<file path="config.mk">
export PLATFORM = sky130hd
export DESIGN_NAME = mm_core
export DESIGN_NICKNAME = d
export VERILOG_FILES = /design/src/rtl/mm_pkg.sv /design/src/rtl/mm_alu.sv /design/src/rtl/mm_pcgen.sv /design/src/rtl/mm_core.sv
export SDC_FILE = /design/constraint.sdc
export NUM_CORES = 2
export LEC_CHECK = 0
export ABC_AREA = 1
export BUFFER_PORTS_ARGS = -buffer_cell sky130_fd_sc_hd__buf_2
export CAP_MARGIN = 20
export CORE_MARGIN = 8
export CORE_UTILIZATION = 65
export DETAILED_ROUTE_END_ITERATION = 12
export PLACE_DENSITY = 0.89
export SETUP_SLACK_MARGIN = 0.4
export SLEW_MARGIN = 20
export SYNTH_ARGS = -nofsm -noshare
export SYNTH_HDL_FRONTEND = slang
export SYNTH_SLANG_ARGS = --single-unit
</file>
<file path="constraint.sdc">
create_clock -name clk_i -period 20.5 [get_ports clk_i]
set_input_delay 2.05 -clock clk_i [delete_from_list [all_inputs] [get_ports clk_i]]
set_output_delay 2.05 -clock clk_i [all_outputs]
set_load 0.005 [all_outputs]
</file>
<file path="src/rtl/mm_pkg.sv">
package mm_pkg;

    localparam int ADDR_W  = 14;
    localparam int OP_W    = 3;
    localparam int DATA_W  = 2 * ADDR_W + OP_W + 1;
    localparam int IMM_BIT = 2 * ADDR_W;
    localparam int SH_W    = $clog2(DATA_W);

    typedef logic [ADDR_W-1:0] addr_t;
    typedef logic [DATA_W-1:0] word_t;

    typedef enum logic [OP_W-1:0] {
        OP_ADD  = 3'd0,
        OP_NAND = 3'd1,
        OP_SHF  = 3'd2,
        OP_LT   = 3'd3,
        OP_CPY  = 3'd4,
        OP_IND  = 3'd5,
        OP_BRZ  = 3'd6,
        OP_MUL  = 3'd7
    } op_e;

    typedef enum logic [2:0] {
        ST_FETCH = 3'd0,
        ST_DEC   = 3'd1,
        ST_RDA   = 3'd2,
        ST_RDB   = 3'd3,
        ST_RDI   = 3'd4,
        ST_EXE   = 3'd5
    } state_e;

    typedef struct packed {
        state_e st;
        addr_t  pc;
        word_t  ir;
        word_t  opa;
        word_t  opb;
    } core_s;

    function automatic op_e f_op(word_t w);
        return op_e'(w[DATA_W-1 -: OP_W]);
    endfunction

    function automatic logic f_imm(word_t w);
        return w[IMM_BIT];
    endfunction

    function automatic addr_t f_fa(word_t w);
        return w[2*ADDR_W-1:ADDR_W];
    endfunction

    function automatic addr_t f_fb(word_t w);
        return w[ADDR_W-1:0];
    endfunction

endpackage

</file>
<file path="src/rtl/mm_alu.sv">
module mm_alu
    import mm_pkg::*;
(
    input  op_e   op_i,
    input  word_t a_i,
    input  word_t b_i,
    output word_t res_o
);

    word_t sh_left_amt;
    word_t res;

    always_comb begin
        sh_left_amt = b_i - word_t'(DATA_W);
        res         = b_i;
        case (op_i)
            OP_ADD:  res = a_i + b_i;
            OP_NAND: res = ~(a_i & b_i);
            OP_MUL:  res = a_i * b_i;
            OP_LT:   res = {{(DATA_W-1){1'b0}}, (a_i < b_i)};
            OP_SHF: begin
                if (b_i < word_t'(DATA_W)) begin
                    res = a_i >> b_i[SH_W-1:0];
                end else if (sh_left_amt < word_t'(DATA_W)) begin
                    res = a_i << sh_left_amt[SH_W-1:0];
                end else begin
                    res = '0;
                end
            end
            default: res = b_i;
        endcase
    end

    assign res_o = res;

endmodule

</file>
<file path="src/rtl/mm_pcgen.sv">
module mm_pcgen
    import mm_pkg::*;
(
    input  op_e   op_i,
    input  logic  imm_i,
    input  addr_t pc_i,
    input  word_t opa_i,
    input  word_t opb_i,
    input  addr_t fb_i,
    output addr_t pc_next_o
);

    addr_t seq_pc;
    addr_t tgt_mem;
    addr_t tgt_jmp;

    always_comb begin
        seq_pc  = pc_i + addr_t'(1);
        tgt_mem = opa_i[ADDR_W-1:0];
        tgt_jmp = tgt_mem + fb_i;
        pc_next_o = seq_pc;
        if (op_i == OP_BRZ) begin
            if (imm_i) begin
                pc_next_o = tgt_jmp;
            end else if (opb_i == '0) begin
                pc_next_o = tgt_mem;
            end
        end
    end

endmodule

</file>
<file path="src/rtl/mm_core.sv">
module mm_core
    import mm_pkg::*;
(
    input  logic              clk_i,
    input  logic              rst_ni,
    output logic [ADDR_W-1:0] mem_addr_o,
    output logic [DATA_W-1:0] mem_wdata_o,
    output logic              mem_we_o,
    input  logic [DATA_W-1:0] mem_rdata_i
);

    core_s q, d;

    op_e    op;
    logic   imm;
    addr_t  fa;
    addr_t  fb;
    word_t  alu_b;
    word_t  alu_res;
    addr_t  pc_next;
    addr_t  addr_d;
    logic   we_d;

    state_e st_q;
    addr_t  pc_q;

    assign op   = f_op(q.ir);
    assign imm  = f_imm(q.ir);
    assign fa   = f_fa(q.ir);
    assign fb   = f_fb(q.ir);
    assign st_q = q.st;
    assign pc_q = q.pc;

    // immediate form uses the B field itself, except the store-indirect copy
    assign alu_b = (imm && op != OP_IND) ? {{(DATA_W-ADDR_W){1'b0}}, fb} : q.opb;

    mm_alu u_alu (
        .op_i  (op),
        .a_i   (q.opa),
        .b_i   (alu_b),
        .res_o (alu_res)
    );

    mm_pcgen u_pcgen (
        .op_i      (op),
        .imm_i     (imm),
        .pc_i      (q.pc),
        .opa_i     (q.opa),
        .opb_i     (q.opb),
        .fb_i      (fb),
        .pc_next_o (pc_next)
    );

    always_comb begin
        d      = q;
        addr_d = q.pc;
        we_d   = 1'b0;
        case (q.st)
            ST_FETCH: begin
                addr_d = q.pc;
                d.st   = ST_DEC;
            end
            ST_DEC: begin
                d.ir   = mem_rdata_i;
                addr_d = f_fa(mem_rdata_i);
                d.st   = ST_RDA;
            end
            ST_RDA: begin
                d.opa  = mem_rdata_i;
                addr_d = fb;
                d.st   = ST_RDB;
            end
            ST_RDB: begin
                d.opb = mem_rdata_i;
                if (op == OP_IND && !imm) begin
                    addr_d = mem_rdata_i[ADDR_W-1:0];
                    d.st   = ST_RDI;
                end else begin
                    d.st   = ST_EXE;
                end
            end
            ST_RDI: begin
                d.opb = mem_rdata_i;
                d.st  = ST_EXE;
            end
            ST_EXE: begin
                d.pc = pc_next;
                d.st = ST_FETCH;
                if (op != OP_BRZ) begin
                    we_d   = 1'b1;
                    addr_d = (op == OP_IND && imm) ? q.opa[ADDR_W-1:0] : fa;
                end
            end
            default: d.st = ST_FETCH;
        endcase
    end

    always_ff @(posedge clk_i or negedge rst_ni) begin
        if (!rst_ni) begin
            q <= '0;
        end else begin
            q <= d;
        end
    end

    assign mem_addr_o  = addr_d;
    assign mem_we_o    = we_d;
    assign mem_wdata_o = alu_res;

endmodule

</file>
# After elaboration in Yosys (flattened, before gate mapping)
# Index checks and enable logic that the tools add are counted.
dict set report word_totals {
  register_bits 113
  wordCells 53
  in_bits 34
  out_inout_bits 47
}
dict set report op_classes {
  reduce_logical 8
  n_lt_le_gt_ge 3
  shifts 2
  bitwise_logic 2
  add_sub_neg 4
  n_mux 15
  multipliers 1
  n_eq_ne 13
}
# cell count
set op_table {}
lappend op_table {{$pmux W32 S5} 1}
lappend op_table {{$mux W32} 3}
lappend op_table {{$mux W14} 6}
lappend op_table {{$lt A32 B6 Y1 const B} 2}
lappend op_table {{$pmux W14 S4} 1}
lappend op_table {{$add A32 B32 Y32} 1}
lappend op_table {{$and A32 B32 Y32} 1}
lappend op_table {{$logic_not A32 Y1} 1}
lappend op_table {{$lt A32 B32 Y1} 1}
lappend op_table {{$mul A32 B32 Y32} 1}
lappend op_table {{$not A32 Y32} 1}
lappend op_table {{$shl A32 B5 Y32} 1}
lappend op_table {{$shr A32 B5 Y32} 1}
lappend op_table {{$sub A32 B6 Y32 const B} 1}
lappend op_table {{$eq A3 B3 Y1 const B} 5}
lappend op_table {{$pmux W3 S5} 1}
lappend op_table {{$add A14 B1 Y14 const B} 1}
lappend op_table {{$add A14 B14 Y14} 1}
lappend op_table {{$eq A3 B2 Y1 const B} 4}
lappend op_table {{$eq A3 B1 Y1 const B} 2}
lappend op_table {{$logic_not A3 Y1} 2}
lappend op_table {{$ne A3 B3 Y1 const B} 2}
lappend op_table {{$logic_and A1 B1 Y1} 3}
lappend op_table {{$mux W1} 3}
lappend op_table {{2 further kinds} 2}

# Depth between registers and ports, before layout
dict set report logic_depth {
  word_depth 8
  mapped_depth 43
  ltp_nobuf 38
}

# By module
# A second synthesis with hierarchy kept.
dict set report hier_totals {
  hier_cells 4897
  area_unflattened_um2 31726.7
}
# mod seq_area_each_um2 instances cells_per_inst area_each_um2
set by_module_without_submodules {}
lappend by_module_without_submodules {mm_alu 0.0 1 3836 24430.9}
lappend by_module_without_submodules {mm_core 2827.7 1 707 5620.4}
lappend by_module_without_submodules {mm_pcgen 0.0 1 354 1675.4}

# Worst setup path after synthesis
# Ideal clock, no wire load.
dict set report synth_path {
  path_kind {register to output}
  start {register q (netlist bit op[1])}
  end {output port mem_wdata_o[29]}
  n_path_buf 7
  setup_slack_ps 10614
  required_ps 18450
  arrival_time_ps 7836
  stages_incl_launch_ff 40
  path_cell_list {dfrtp_1 > inv_2 > nand3_4 > nand2_4 > buf_6 > buf_6 > buf_12 > buf_8 > nand2_1 > nand2_1 > clkbuf_1 > clkbuf_1 > buf_1 > nor2_1 > fa_1 > inv_1 > fa_1 > fa_1 > [4 not listed] > fa_1 > inv_1 > fa_1 > fa_1 > ha_1 > nand2_1 > nor2_1 > inv_1 > nor3_1 > nand3_1 > nand3_1 > a21oi_1 > o21ai_0 > a21oi_1 > o21ai_0 > o21ai_0 > inv_1 > nand4_1}
}
dict set report synth_via {
  elab_chain_len 8
  elab_cells_between_ends 20
  classes_between {2 x add/sub; 1 x mul; 2 x order compare; 5 x eq/ne; 2 x shift; 4 x mux; 2 x bitwise; 2 x reduce/logical}
}
# item line_no
set synth_rtl {}
lappend synth_rtl {{start: declaration} mm_core.sv:12} ;# core_s q, d;
lappend synth_rtl {{start signal: assignment} mm_core.sv:100} ;# q <= '0;
lappend synth_rtl {{start signal: assignment} mm_core.sv:102} ;# q <= d;
lappend synth_rtl {{$ne A3 B3 Y1} mm_core.sv:35} ;# assign alu_b = (imm && op != OP_IND) ? {{(DATA_W-ADDR_W){1'b0}}, fb} : q.opb;
lappend synth_rtl {{$logic_and A1 B1 Y1} mm_core.sv:35}
lappend synth_rtl {{$mux W32} mm_core.sv:35}
lappend synth_rtl {{$sub A32 B6 Y32} mm_alu.sv:14} ;# sh_left_amt = b_i - word_t'(DATA_W);
lappend synth_rtl {{$lt A32 B6 Y1 or $shl A32 B5 Y32 (tied branches)} {mm_alu.sv:24, mm_alu.sv:25}}
lappend synth_rtl {{$mux W32} mm_alu.sv:24} ;# end else if (sh_left_amt < word_t'(DATA_W)) begin
lappend synth_rtl {{$mux W32} mm_alu.sv:22} ;# if (b_i < word_t'(DATA_W)) begin
lappend synth_rtl {{$pmux W32 S5 *} mm_alu.sv:16} ;# case (op_i)
lappend synth_rtl {{end: declaration} mm_core.sv:7} ;# output logic [DATA_W-1:0] mem_wdata_o,
# Every way passes the cells marked *; elsewhere a longest branch is shown, timed or not.

# Final worst setup path
dict set report layout_path {
  start {register q (netlist bit op[1])}
  end {output port mem_wdata_o[30]}
}
# The elaborated chain is that of the path after synthesis.

==> reports/results.ini <==
[run_status]
status=complete, but fails checks
violations=DRC

[synthesis]
yosysWarnings=0
synth_seq_area_share=0.09611
synth_fa_ha_area_frac=0.3670
async_flop_share=1.000
synth.distinct_cells=59
synth_top_family_by_area=adder cells
synth_area_leaders=fa_1 28%, nand2_1 11%, dfrtp_1 9.6%
synth-simple-area-share=0.2483
syn_nets=4893
synth_cells=4242
synth-seq-cells=113
synth_area_um2=29420
synth_edf_count=0
muxShareOfSynthArea=0.009229
synth_top_area_frac=0.2790
yosysTopAreaCell=fa_1
synth_area_per_cell_um2=6.936
synth_compound_area_frac=0.1415
synth-xor-area-share=0.01280
ys.flop_type=dfrtp_1

[drt]
drc=1
drt_iter0_drc=4376
wl_per_cell_um=27.45
first_pass_iters=12
antenna_left=0
routed_wl_mm=132.4
viasPerCell=6.570
via_count=31670

[critical_path]
cp_num_buf_inv=13
required_ps=18450
end_kind=output pin
crit_path_start_kind=flip-flop
slowest_delay_ps=620
crit_path_max_fanout=66
crit_top_cell=inv_1
crit_type=reg2out
crit_arrival_ps=10020
cpLargestDelayFamily=adder cells
cp_slowest_cell=nand2_4

[global_route]
antenna_found_initial=5
grtUsageMet2=0.7301
grt_max_degree=67
grt.busiest_layer=met2
grt_pass1_vias=31330
grt_pass1_wl_mm=194.6
grtUsageTotal=0.4992
grt_overflow=0
grtUsageMet3=0.2045
use_met1=0.5666

[die]
die_w_um=228.8
core_area_um2=44990
initial_core_util=0.6539
io_pins=81
rows=78
dieArea_um2=52330
die_h_um=228.8

[clock_network]
htreeDepth=4
cts_root_buf=clkbuf_16
hold_buffers=0
cts.path.max_buffers=2
cts_setup_buffers=0
cts_sinks=113
cts_tree=yes
clkLatencyLatePin_ps=440
cts_resized=0
clk_pin_slew_ps=70
cts_made_buffers=17

[sta]
layout_min_cycle_time_ps=12070
drv_slew=0
fmax_mhz=82.87
timing.final.crit_share=0.5886
setup_tns_ps=0
max_slew_margin=0.1514
finalClockSkew_ps=12.59
tightestPinTransition_ps=1261
hold_violations=0
holdWs_ps=466.1
rsz0062_at_grt=false
setup_viol=0

[finish]
layout.cells.most_common=nand2_1
num-fill-cells=3868
layout_common_cells=897 x nand2_1, 694 x inv_1, 504 x nor2_1, 410 x fa_1, 339 x o21ai_0
nets=4855
syn2layout_area_growth_pct=4.746
final_util=0.6850
multi_input_area_um2=22950
drive_above_1_share=0.06616
ff_latch_area_um2=2828

[run]
cap_violations=0

[placed_design]
dp_hpwl_mm=98.45
place_congestion=1.106
io_buffer_count=80

[min_path]
hold_path_class=reg2reg

## synthesized netlist by cell type, types with 4 or more instances
library cell,number
nand2_1,900
inv_1,696
nor2_1,507
fa_1,410
o21ai_0,339
nand3_1,212
ha_1,207
a21oi_1,185
clkbuf_1,142
dfrtp_1,113
o21ai_1,61
o211ai_1,52
nand4_1,46
buf_2,33
xor2_1,31
nor3_1,24
mux2i_1,17
nand2_2,17
o2111ai_1,17
buf_1,16
o22ai_1,16
or2_2,15
clkinv_1,14
nor4_1,13
inv_2,12
nor2_2,12
o221ai_1,12
xnor2_1,12
a211oi_1,11
buf_6,11
o21a_1,10
mux2_2,9
o21bai_1,9
buf_4,6
nand2_4,6
a21o_1,5
a22oi_1,4
a31oi_1,4
nor2_4,4
o311ai_0,4
## cell type report
type	count	area share
multi-input combinational	3196	0.7449
clock buffer	19	0.01470
sequential	113	0.09176
timing repair buffer	154	0.03110
inverter	722	0.08794
tap	600	0.02436
clock inverter	13	0.004953
antenna	4	0.0003248
## registers in the layout, summed over array words and instances (netlist names)
name and cells:
fa 14, imm 1, q 64, pc_q 14
st_q 3, op 3, fb 14
## logic make-up (layout without fill, tap and decap cells)
group / after synthesis / after routing
AND/OR/NAND/NOR: 1766 / 1766
buffers and inverters: 933 / 908
AO/OA/AOI/OAI: 744 / 744
adder cells (fa/ha/maj): 617 / 617
flip-flops: 113 / 113
XOR/XNOR: 43 / 43
multiplexers: 26 / 26
other: 0 / 4
## tightest hold or removal path: stages (launching register included)
cell and delay [ps]:
dfrtp_1 340, nand2_1 50, nand2_1 50
## stage by stage
stage | instance area, um2 | worst slack [ps] | instances
global route | 30810 | 8079 | 4817
floorplan | 29420 | 10610 | 4242
CTS | 30800 | 8654 | 4817
finish | 30820 | 8433 | 4821
detailed placement | 30200 | 9125 | 4785
global placement | 30190 | 9311 | 4785
## routing by layer
metal  share of wire  vias up  wire [um]
met5          0.0017        -        230
met4            0.11       12      14090
met3            0.16      891      21090
met2            0.41     2823      54410
met1            0.32    14640      42530
li1                -    13310          -
## worst paths after layout
check | from | to | slack [ps] | cells after the start
max | op[1]$_DFFE_PN0N_ | mem_wdata_o[30] | 8430 | 34
min | fa[5]$_DFFE_PN0N_ | fa[5]$_DFFE_PN0N_ | 470 | 2
max reg2reg | q[24]$_DFFE_PN0N_ | pc_q[6]$_DFFE_PN0P_ | 16610 | 10
min reg2reg | fa[5]$_DFFE_PN0N_ | fa[5]$_DFFE_PN0N_ | 470 | 2
max in group asynchronous | rst_ni | q[26]$_DFFE_PN0N_ | 17570 | 2
min in group asynchronous | rst_ni | st_q[2]$_DFF_PN0_ | 1710 | 1
Power is left out: the tool's default activity adds up to more than one toggle a clock period on the data nets, which glitch-free logic cannot reach.
